### config.mk
export PLATFORM = sky130hd
export DESIGN_NAME = irq_vector_ctrl
export DESIGN_NICKNAME = d
export VERILOG_FILES = /design/src/rtl/irq_vector_ctrl.sv
export SDC_FILE = /design/constraint.sdc
export NUM_CORES = 1
export LEC_CHECK = 0
export ABC_CLOCK_PERIOD_IN_PS = 2100
export BUFFER_PORTS_ARGS = -buffer_cell sky130_fd_sc_hd__buf_2
export CAP_MARGIN = 20
export CORE_MARGIN = 4
export CORE_UTILIZATION = 35
export DETAILED_ROUTE_END_ITERATION = 6
export PLACE_DENSITY = 0.86
export SLEW_MARGIN = 20
export SYNTH_ARGS = -nofsm -noshare
export SYNTH_HDL_FRONTEND = slang
export SYNTH_SLANG_ARGS = --single-unit
### constraint.sdc
create_clock -name clk -period 2.1 [get_ports clk]
set_clock_uncertainty 0.1 [all_clocks]
set_input_delay 0.21 -clock clk [delete_from_list [all_inputs] [get_ports clk]]
set_output_delay 0.21 -clock clk [all_outputs]
set_load 0.02 [all_outputs]
### src/rtl/irq_vector_ctrl.sv
module irq_vector_ctrl #(
  parameter int          N_RST   = 4,
  parameter int          N_NMI   = 3,
  parameter int          N_MASK  = 16,
  parameter logic [15:0] REG_TOP = 16'h01FF,
  parameter logic [15:0] HOLE_LO = 16'h2000,
  parameter logic [15:0] HOLE_HI = 16'h2FFF
) (
  input  logic              clk,
  input  logic              rst_n,
  input  logic              gie,
  input  logic [N_RST-1:0]  rst_req,
  input  logic [N_NMI-1:0]  nmi_flag,
  input  logic [N_NMI-1:0]  nmi_en,
  input  logic [N_MASK-1:0] mask_flag,
  input  logic [N_MASK-1:0] mask_en,
  input  logic              fetch_valid,
  input  logic [15:0]       fetch_addr,
  input  logic              rstvec_valid,
  input  logic [15:0]       rstvec_data,
  input  logic              ack,
  output logic              irq_valid,
  output logic [15:0]       irq_vector,
  output logic              lpm_req
);
  localparam logic [15:0] VEC_RST  = 16'hFFFE;
  localparam logic [15:0] VEC_NMI  = 16'hFFFC;
  localparam logic [15:0] VEC_LOW  = 16'(16'hFFFA - 2 * (N_MASK - 1));
  localparam logic [15:0] ERASED   = 16'hFFFF;

  logic pu_pend, pc_fault;
  logic [N_MASK-1:0] mask_hit;
  logic [15:0] mask_vec, sel_vec;

  wire fetch_bad = fetch_valid &&
                   (fetch_addr <= REG_TOP || (fetch_addr >= HOLE_LO && fetch_addr <= HOLE_HI));
  wire lpm_hit   = rstvec_valid && pu_pend && rstvec_data == ERASED;
  wire rst_any   = pu_pend || pc_fault || |rst_req;
  wire nmi_any   = |(nmi_flag & nmi_en);
  assign mask_hit = mask_flag & mask_en & {N_MASK{gie}};
  wire mask_any  = |mask_hit;
  wire any_pend  = rst_any || nmi_any || mask_any;

  always_comb begin
    mask_vec = VEC_LOW;
    for (int i = 0; i < N_MASK; i++)
      if (mask_hit[i]) mask_vec = VEC_LOW + 16'(2 * i);
  end

  assign sel_vec = rst_any ? VEC_RST : nmi_any ? VEC_NMI : mask_vec;

  always_ff @(posedge clk or negedge rst_n) begin
    if (!rst_n) begin
      irq_valid  <= 1'b0;
      irq_vector <= 16'h0000;
      lpm_req    <= 1'b0;
      pu_pend    <= 1'b1;
      pc_fault   <= 1'b0;
    end else begin
      if (lpm_hit) lpm_req <= 1'b1;
      if (lpm_req || lpm_hit) begin
        irq_valid <= 1'b0;
      end else if (irq_valid) begin
        if (ack) begin
          irq_valid <= 1'b0;
          if (irq_vector == VEC_RST) begin
            pu_pend  <= 1'b0;
            pc_fault <= 1'b0;
          end
        end
      end else if (any_pend) begin
        irq_valid  <= 1'b1;
        irq_vector <= sel_vec;
      end
      if (fetch_bad) pc_fault <= 1'b1;
    end
  end

  assert_vec_range_R11: assert property (@(posedge clk) disable iff (!rst_n)
    irq_valid |-> (irq_vector >= VEC_LOW && !irq_vector[0]));

  assert_hold_until_ack_R7: assert property (@(posedge clk) disable iff (!rst_n)
    (irq_valid && !ack && !lpm_hit) |=> (irq_valid && $stable(irq_vector)));

  assert_ack_drops_R7: assert property (@(posedge clk) disable iff (!rst_n)
    (irq_valid && ack) |=> !irq_valid);

  assert_nmi_ignores_gie_R4: assert property (@(posedge clk) disable iff (!rst_n)
    (!irq_valid && !lpm_req && !lpm_hit && !rst_any && nmi_any) |=> (irq_valid && irq_vector == VEC_NMI));

  assert_gie_blocks_mask_R5: assert property (@(posedge clk) disable iff (!rst_n)
    (!gie && !rst_any && !nmi_any && !irq_valid) |=> !irq_valid);

  assert_lpm_sticky_R10: assert property (@(posedge clk) disable iff (!rst_n)
    lpm_req |=> (lpm_req && !irq_valid));
endmodule

==> out/metrics.csv, run 1 <==
stage,metric,value,unit
global_route,initial antenna violation count,0,
outcome,outcome,"complete, no violations",
floorplan,# rows,18,
clocking,total CTS buffers,3,
global_route,GR Layer Usage met3,2.61,%
place,post-place setup slack,172,ps
global_route,largest net degree at the start of global routing,14,
sta,RSZ-0062 raised after global routing,no,
power,Peak supply drop,0.348,mV
power,Pwr per Cell Area,513,mW/mm^2
place,Area after DPL,0.00132,sq mm
global_route,first-pass GRT wire length,4010,microns
drt,Detailed Route Iter0 Violations,23,
clocking,CTS tree,done,
min_path,Worst Hold Path Cells,2,
layout,share of post-route cells with drive strength above 1,54.0,%
setup_path,Worst R2R End,irq_vector[2]$_DFFE_PN0P_,
min_path,Worst Hold Class,input pin to flop,
synth,top_reg_cell synth,dfrtp_1,
sta,final hold vios,0,
setup_path,Crit Path Class,flop to flop,
global_route,met2 GRT Util,23.7,%
layout,Layout area overhead,47.1,%
drt,antenna-violating nets left,0,
synth,Post-synth EDFFs,0,
synth,post-synthesis sequential area ratio,27.3,%
job,Max-Cap Viols,0,
synth,Yosys reg bits,10,
floorplan,Die H,59.3,microns
synth,post-synthesis cell area,922,sq um
sta,Setup TNS,0,ps
synth,share of the synthesized area in the top cell type,24.4,%
synth,synth warn,0,
global_route,grt ovf,0,
clocking,Root Driver,clkbuf_4,
sta,Slew HR,65.8,%
drt,residual DRC count,0,
clocking,number of H-tree levels,1,
setup_path,crit-path cells,nor4_1 -> buf_4 -> o2111a_1 -> nand4_4 -> nand2_4 -> mux2_4,
place,gpl congestion,0.755,
global_route,Tot GR Track Use,14.0,%
sta,hold slack,53.4,ps
clocking,CTS max path bufs,2,
synth,ranking of synthesized cells by area,"dfrtp_1, buf_4, nand2_1",
synth,syn avg cell area,8.78,sq um
clocking,worst-skew pair later-pin latency,260,ps
layout,nets@finish,268,
layout,post-route cell area,0.00136,sq mm
power,Leak,0.656,nW
drt,Total Wirelength,2550,microns
sta,Final Critical Period,1930,ps
setup_path,Critical Path End Type,flop,
setup_path,reg2reg start,pc_fault$_DFFE_PN0P_,
synth,Synth area leader,dfrtp_1,
sta,setup violators final,0,
floorplan,die width,59.3,microns
sta,Tightest Pin Transition,513,ps
floorplan,Die ar.,0.00352,sq mm
clocking,clock tree sinks,10,
place,DP HPWL,2270,microns
synth,Yosys cell types,45,
layout,ANT cells,0,
setup_path,Critical Path AT,1970,ps
floorplan,Core ar.,0.00250,sq mm
floorplan,Initial Util,36.9,%
setup_path,CP max stage delay,380,ps
sta,Tcrit/Tclk final,91.8,%
setup_path,"reg-to-reg slack, setup",170,ps
sta,fin. max-slew vios,0,
sta,FMAX,0.519,GHz
min_path,Hold Crit Start,ack,
clocking,PostCTS Resize Cnt,0,
synth,Post-Syn Nets,185,
drt,vias after detailed routing,1107,
min_path,WHS Endpoint,irq_valid$_DFF_PN0_,
global_route,GRT busiest layer,met2,
setup_path,Worst Path Max Fanout,6,
drt,drt wl/cell,11.8,microns
global_route,met1 usage,18.4,%
floorplan,IO Count,98,
setup_path,Critical Path Slowest Stage Cell,dfrtp_1,
global_route,number of global-route vias before repair,1003,
synth,Post-Syn Instances,105,
setup_path,Reg2Reg Depth,6,
drt,vias per inst,5.10,
synth,asr flop ratio synth,100,%
drt,1st-pass router iterations,4,
setup_path,Startpoint Class,flop,
setup_path,WP data required,2150,ps
place,# port buffers,87,
sta,final worst slack,172,ps
clocking,clock slew at reported path FFs,60,ps
layout,Final Util,54.3,%
setup_path,CP startpoint,pc_fault$_DFFE_PN0P_,
area by class of cell:
type / instances / area (sq um)
Timing Repair Buffer: 89 / 453
Clock buffer: 4 / 26.3
Multi-Input combinational cell: 81 / 577
Tap cell: 30 / 37.5
Inverter: 3 / 11.3
Sequential cell: 10 / 251
Fill cell: 257 / 1140
where the power goes:
part	total (mW)	switching (mW)	internal, mW
registers	0.247	0.0268	0.221
logic	0.313	0.166	0.147
clock network	0.136	0.0622	0.0733
total	0.696	0.255	0.441
kinds of logic after synthesis:
kind of cell           Yosys count  synth area share, %
buffers and inverters           14                 10.2
AO/OA/AOI/OAI                   36                 35.0
multiplexers                     1                 1.63
AND/OR/NAND/NOR                 43                 25.5
other                            1                0.407
flip-flops                      10                 27.3
repair_timing:
action                     4_1_cts  5_1_grt
hold buffers                     1        0
hold endpoints to repair        10        0
buffers inserted                 0        0
setup endpoints to repair        0        0
Yosys cell counts, drive strengths merged, types with 2 or more instances:
master,instances
a32o,2
dfrtp,9
and2,3
o2111ai,2
nor3,2
nor2,4
buf,10
a21oi,3
nand4,6
nand3,4
a22o,7
inv,3
a41oi,2
nand2,18
o21ai,6
how the worst max path moves through the flow:
stage	endpoint	slack, ps	cells past startpoint
2_1_floorplan	irq_vector[2]$_DFFE_PN0P_	310	5
3_3_place_gp	irq_vector[2]$_DFFE_PN0P_	210	6
3_5_place_dp	irq_vector[2]$_DFFE_PN0P_	170	6
4_1_cts	irq_vector[2]$_DFFE_PN0P_	180	6
5_1_grt	irq_vector[2]$_DFFE_PN0P_	50	6
6_report	irq_vector[2]$_DFFE_PN0P_	170	6
placed cells by master (no fill, tap or decap), types with 2 or more instances in the layout:
cell type and count:
and2_1 3, a21oi_1 3, dfrtp_1 9, buf_2 87
nand3_1 4, nor3_1 2, o21ai_0 3, nand4_1 5
clkbuf_4 3, o21ai_1 3, a22o_1 6, nor2_1 3
a32o_1 2, nand2_1 17, a41oi_1 2, inv_1 2
o2111ai_1 2
routing by layer:
layer,wire length (microns),vias to the layer above
li1,-,565
met1,1000,496
met2,1310,44
met3,232,2
met4,10,0
met5,0,-
sequential cells by signal, summed over array words and instances, names as in the netlist:
signal	flops
pu_pend	1
lpm_req	1
irq_vector	6
irq_valid	1
pc_fault	1
per-stage QoR:
stage	power [mW]	std cells
after global placement	0.556	212
after global routing	0.749	217
after detailed placement	0.560	212
final	0.696	217
after CTS	0.702	217
after floorplan	0.434	105
worst max-delay path, delay by kind of cell, from the launching register on:
kind            cells  cell delay, ps
buf+inv             1             180
simple gates        3             590
mux                 1             290
compound gates      1             260
flops               1             380
Power figures use the tool's default switching activity.
==> run 2: changes to the inputs <==
Settings changed: ABC_CLOCK_PERIOD_IN_PS 2100 to 1900, SETUP_SLACK_MARGIN set to 0.05.
Clock period 2.1 ns to 1.9 ns, I/O delays scaled along.
==> run 2 against run 1 <==
Setup slack got worse by 45 ps. Cell count increased by 2.3%. Register-to-register slack got worse by 40 ps. Critical path depth unchanged. Sequential share of layout area decreased by 0.63 points. Via count increased by 4.4%. Global-route usage increased by 0.78 points. Hold slack improved by 23 ps. Non-clock buffer count increased by 5. Combinational power increased by 21%. Count of clock-buffer cells in the layout unchanged. Wire length increased by 8.4%.
==> out/metrics.csv, run 2 (synthesized netlist as in run 1, its figures left out) <==
stage,metric,value,unit
outcome,outcome,"complete, no violations",
floorplan,die width,59.3,microns
layout,Layout area overhead,52.2,%
setup_path,Crit Path Class,flop to flop,
setup_path,Critical Path AT,1820,ps
setup_path,CP startpoint,pc_fault$_DFFE_PN0P_,
layout,"commonest non-fill, non-tap cell in the layout",buf_2,
floorplan,Die ar.,0.00352,sq mm
power,Int Pwr,0.508,mW
sta,RSZ-0062 raised after global routing,no,
clocking,CTS tree,done,
drt,Total Wirelength,2770,microns
sta,final worst slack,128,ps
clocking,total CTS buffers,3,
layout,Fillers,244,
setup_path,Worst Path Max Fanout,5,
sta,FMAX,0.564,GHz
global_route,initial antenna violation count,0,
setup_path,WP data required,1950,ps
layout,Reg area,251,sq um
setup_path,reg2reg start,pc_fault$_DFFE_PN0P_,
place,DP HPWL,2430,microns
place,placed cell count,214,
global_route,largest net degree at the start of global routing,14,
global_route,Tot GR Track Use,14.7,%
clocking,number of H-tree levels,1,
clocking,CTS max path bufs,2,
layout,ANT cells,0,
place,post-place setup slack,67.6,ps
drt,1st-pass router iterations,4,
floorplan,Die H,59.3,microns
power,Net Sw Frac,37.0,%
setup_path,Reg2Reg Depth,6,
place,gpl congestion,0.755,
floorplan,# rows,18,
drt,residual DRC count,0,
layout,most frequent cells in the layout,"buf_2, nand2_1, dfrtp_1",
sta,Tcrit/Tclk final,93.3,%
power,Leak,0.678,nW
place,# port buffers,87,
min_path,Worst Hold Class,input pin to flop,
sta,setup violators final,0,
floorplan,Core ar.,0.00250,sq mm
floorplan,Initial Util,36.9,%
layout,"Cell Count, Final, Fillers Out",222,
layout,nets@finish,273,
layout,share of post-route cells with drive strength above 1,55.7,%
global_route,number of global-route vias before repair,980,
sta,Setup TNS,0,ps
power,Overall Power,0.805,mW
drt,vias after detailed routing,1156,
job,Max-Cap Viols,0,
clocking,clock tree sinks,10,
clocking,worst-skew pair later-pin latency,270,ps
global_route,grt ovf,0,
drt,antenna-violating nets left,0,
clocking,Root Driver,clkbuf_4,
setup_path,Worst R2R End,irq_vector[2]$_DFFE_PN0P_,
drt,Detailed Route Iter0 Violations,22,
layout,area of the multi-input gates,584,sq um
sta,fin. max-slew vios,0,
drt,vias per inst,5.21,
sta,hold slack,76.6,ps
floorplan,IO Count,98,
power,Flop pwr share,34.4,%
sta,final hold vios,0,
power,Logic pwr share,47.0,%
setup_path,critical path capture point,irq_vector[2]$_DFFE_PN0P_,
power,Peak supply drop,0.474,mV
drt,drt wl/cell,12.5,microns
layout,Biggest register,irq_vector,
power,P_sw,0.298,mW
clocking,clock slew at reported path FFs,60,ps
layout,max reg flops,6,
sta,Final Critical Period,1770,ps
setup_path,Critical Path End Type,flop,
power,Pwr per Cell Area,574,mW/mm^2
power,Clock Power Share,18.7,%
setup_path,"reg-to-reg slack, setup",130,ps
setup_path,Startpoint Class,flop,
global_route,first-pass GRT wire length,4110,microns
[run 2: changes by cell type in the layout (fill, tap and decap cells not counted)]
| cell | before | now |
|---|---|---|
| nor4_2 | 0 | 1 |
| dlygate4sd3_1 | 1 | 2 |
| o2111a_2 | 0 | 1 |
| o2111a_1 | 1 | 0 |
| buf_4 | 1 | 5 |
| nor4_1 | 1 | 0 |
[run 2: layout make-up]
type | instances | area share [%]
Tap cell | 30 | 2.67
Inverter | 3 | 0.802
Clock buffer | 4 | 1.87
Timing Repair Buffer | 94 | 35.1
Sequential cell | 10 | 17.9
Multi-Input combinational cell | 81 | 41.6
[run 2: per-layer routing]
layer / global-route usage [%] / wire length [microns] / vias up / share of wire [%]
met5: 0 / 0 / - / 0
met4: 2.91 / 16 / 0 / 0.58
met3: 2.83 / 240 / 3 / 8.7
met2: 27.0 / 1540 / 42 / 56
met1: 17.7 / 967 / 536 / 35
li1: - / - / 575 / -
[run 2: repair_timing]
action | 4_1_cts | 5_1_grt
resized for setup | 0 | 2
endpoints found under the hold margin | 10 | 1
buffers inserted | 0 | 2
endpoints found under the setup margin | 0 | 5
hold buffers | 1 | 1
[run 2: stage by stage]
stage | utilization (%) | instance area, sq um
floorplan | - | 922
global placement | 53.4 | 1340
detailed placement | 53.4 | 1340
CTS | 54.9 | 1370
global route | 56.2 | 1400
finish | 56.2 | 1400
[run 2: worst min path at each step]
| stage | endpoint | depth (start not counted) | start | slack (ps) |
|---|---|---|---|---|
| 6_report | pc_fault$_DFFE_PN0P_ | 3 | fetch_addr[13] | 80 |
| 2_1_floorplan | irq_valid$_DFF_PN0_ | 0 | rst_n | -210 |
| 4_1_cts | irq_valid$_DFF_PN0_ | 2 | ack | 4 |
| 3_5_place_dp | pc_fault$_DFFE_PN0P_ | 1 | rst_n | -50 |
| 5_1_grt | pc_fault$_DFFE_PN0P_ | 3 | fetch_addr[13] | 90 |
| 3_3_place_gp | pc_fault$_DFFE_PN0P_ | 1 | rst_n | -50 |
[run 2: critical path, stage by stage, from the launching register on]
cell and delay, ps:
dfrtp_1 390, nor4_2 250, buf_4 160, o2111a_2 240, nand4_4 120, nand2_4 100
mux2_4 290
[run 2: power by group through the flow]
stage	Clock [mW]	Combinational [mW]	Sequential, mW
after floorplan	0	0.178	0.302
after global placement	0	0.357	0.276
after detailed placement	0	0.366	0.277
after CTS	0.158	0.368	0.274
after global routing	0.172	0.408	0.281
final	0.150	0.378	0.277
==> run 3: changes to the inputs <==
Settings changed: BUFFER_PORTS_ARGS -buffer_cell sky130_fd_sc_hd__buf_2 to -buffer_cell sky130_fd_sc_hd__buf_4, CELL_PAD_IN_SITES_DETAIL_PLACEMENT set to 1, CELL_PAD_IN_SITES_GLOBAL_PLACEMENT set to 1, CORE_UTILIZATION 35 to 22, PLACE_DENSITY 0.86 to 0.84.
==> run 3 against run 2 <==
Clock power grew 52%. Sequential cell count is the same. Critical endpoint unchanged. Utilization shrank 14 points.
==> out/metrics.csv, run 3 (synthesized netlist as in run 1, its figures left out) <==
stage,metric,value,unit
sta,fin. max-slew vios,0,
drt,antenna-violating nets left,0,
drt,vias per inst,4.87,
setup_path,crit-path cells,nor4_4 -> buf_4 -> o2111a_2 -> nand4_4 -> nand2_4 -> mux2_4,
floorplan,Initial Util,22.9,%
floorplan,Die H,72.7,microns
power,Pwr per Cell Area,564,mW/mm^2
layout,share of post-route cells with drive strength above 1,56.5,%
setup_path,Crit Path Class,flop to flop,
layout,"Cell Count, Final, Fillers Out",243,
power,Peak supply drop,0.218,mV
min_path,Worst Hold Class,input pin to flop,
clocking,number of H-tree levels,1,
layout,nets@finish,274,
layout,most frequent cells in the layout,"buf_4, nand2_1, dfrtp_1",
sta,Setup TNS,0,ps
setup_path,Critical Path Slowest Stage Cell,dfstp_2,
drt,Detailed Route Iter0 Violations,47,
drt,1st-pass router iterations,4,
floorplan,# rows,23,
setup_path,reg2reg start,pu_pend$_DFFE_PN1P_,
sta,setup violators final,0,
clocking,Root Driver,clkbuf_8,
layout,Layout area overhead,82.1,%
global_route,Tot GR Track Use,13.0,%
clocking,CTS tree,done,
setup_path,Worst Path Max Fanout,6,
sta,RSZ-0062 raised after global routing,no,
layout,"commonest non-fill, non-tap cell in the layout",buf_4,
setup_path,WP data required,1920,ps
global_route,number of global-route vias before repair,1224,
layout,ANT cells,0,
layout,Biggest register,irq_vector,
floorplan,die width,72.7,microns
setup_path,CP max stage delay,380,ps
outcome,outcome,"complete, no violations",
drt,drt wl/cell,14.5,microns
clocking,CTS max path bufs,2,
min_path,Hold Crit Start,ack,
place,gpl congestion,0.741,
clocking,clock slew at reported path FFs,50,ps
setup_path,Critical Path AT,1810,ps
place,placed cell count,236,
setup_path,CP startpoint,pu_pend$_DFFE_PN1P_,
global_route,initial antenna violation count,0,
sta,FMAX,0.556,GHz
layout,max reg flops,6,
setup_path,Startpoint Class,flop,
place,DP HPWL,3080,microns
sta,Tcrit/Tclk final,94.6,%
global_route,grt ovf,0,
global_route,first-pass GRT wire length,5440,microns
drt,Total Wirelength,3530,microns
drt,vias after detailed routing,1184,
global_route,largest net degree at the start of global routing,14,
floorplan,Core ar.,0.00403,sq mm
sta,final hold vios,0,
place,# port buffers,87,
clocking,clock tree sinks,10,
job,Max-Cap Viols,0,
setup_path,Critical Path End Type,flop,
sta,Final Critical Period,1800,ps
floorplan,IO Count,98,
clocking,worst-skew pair later-pin latency,240,ps
clocking,total CTS buffers,3,
floorplan,Die ar.,0.00529,sq mm
power,Leak,0.780,nW
drt,residual DRC count,0,
[run 3: worst paths after layout]
kind                                                   to  slack [ps]  cells past startpoint
worst max-delay path            irq_vector[2]$_DFFE_PN0P_         100                      6
worst min-delay path                  irq_valid$_DFF_PN0_          30                      2
worst max register to register  irq_vector[2]$_DFFE_PN0P_         100                      6
worst min register to register        pu_pend$_DFFE_PN1P_         420                      1
max in group asynchronous             pu_pend$_DFFE_PN1P_        1250                      2
min in group asynchronous             lpm_req$_DFFE_PN0P_         230                      2
[run 3: cell type report]
class                      count  area [sq um]
fill                         489          2350
tap                           50          62.6
multi-input combinational     81           593
inverter                       3          11.3
sequential                    10           251
timing repair buffer          95           716
clock buffer                   4          45.0
[run 3: per-layer routing]
layer  vias to the layer above  wire length [microns]  track usage, %
li1                        578                      -               -
met1                       561                   1260            14.8
met2                        38                   1950            23.7
met3                         7                    259            2.62
met4                         0                     60            4.30
met5                         -                      0               0
[run 3: stage by stage]
stage                     setup WS (ps)  instance area, sq um  util (%)  hold WS, ps  total power, mW
final                               102                  1680      41.7         30.0            0.947
after global routing               42.3                  1680      41.7         28.3             1.01
after CTS                          84.7                  1660      41.1         26.3            0.947
after detailed placement           21.4                  1590      39.5        -72.0            0.711
after global placement             51.9                  1590      39.5        -77.7            0.696
after floorplan                     109                   922         -         -206            0.480
[run 3: timing repair]
| action | 4_1_cts | 5_1_grt |
|---|---|---|
| endpoints found under the hold margin | 10 | 0 |
| buffers inserted | 0 | 2 |
| hold buffers | 1 | 0 |
| resized for setup | 2 | 1 |
| setup endpoints to repair | 1 | 1 |
| pin swaps | 0 | 1 |
[run 3: report_power, final]
part	switching [mW]	internal [mW]	leakage, nW
registers	0.0378	0.245	0.104
clock network	0.0815	0.147	0.0228
logic	0.202	0.234	0.654
[run 3: critical path, delay by kind of cell, from the launching register on]
family          cells  cell delay, ps
simple gates        3             510
buf+inv             1             160
flops               1             380
mux                 1             290
compound gates      1             240
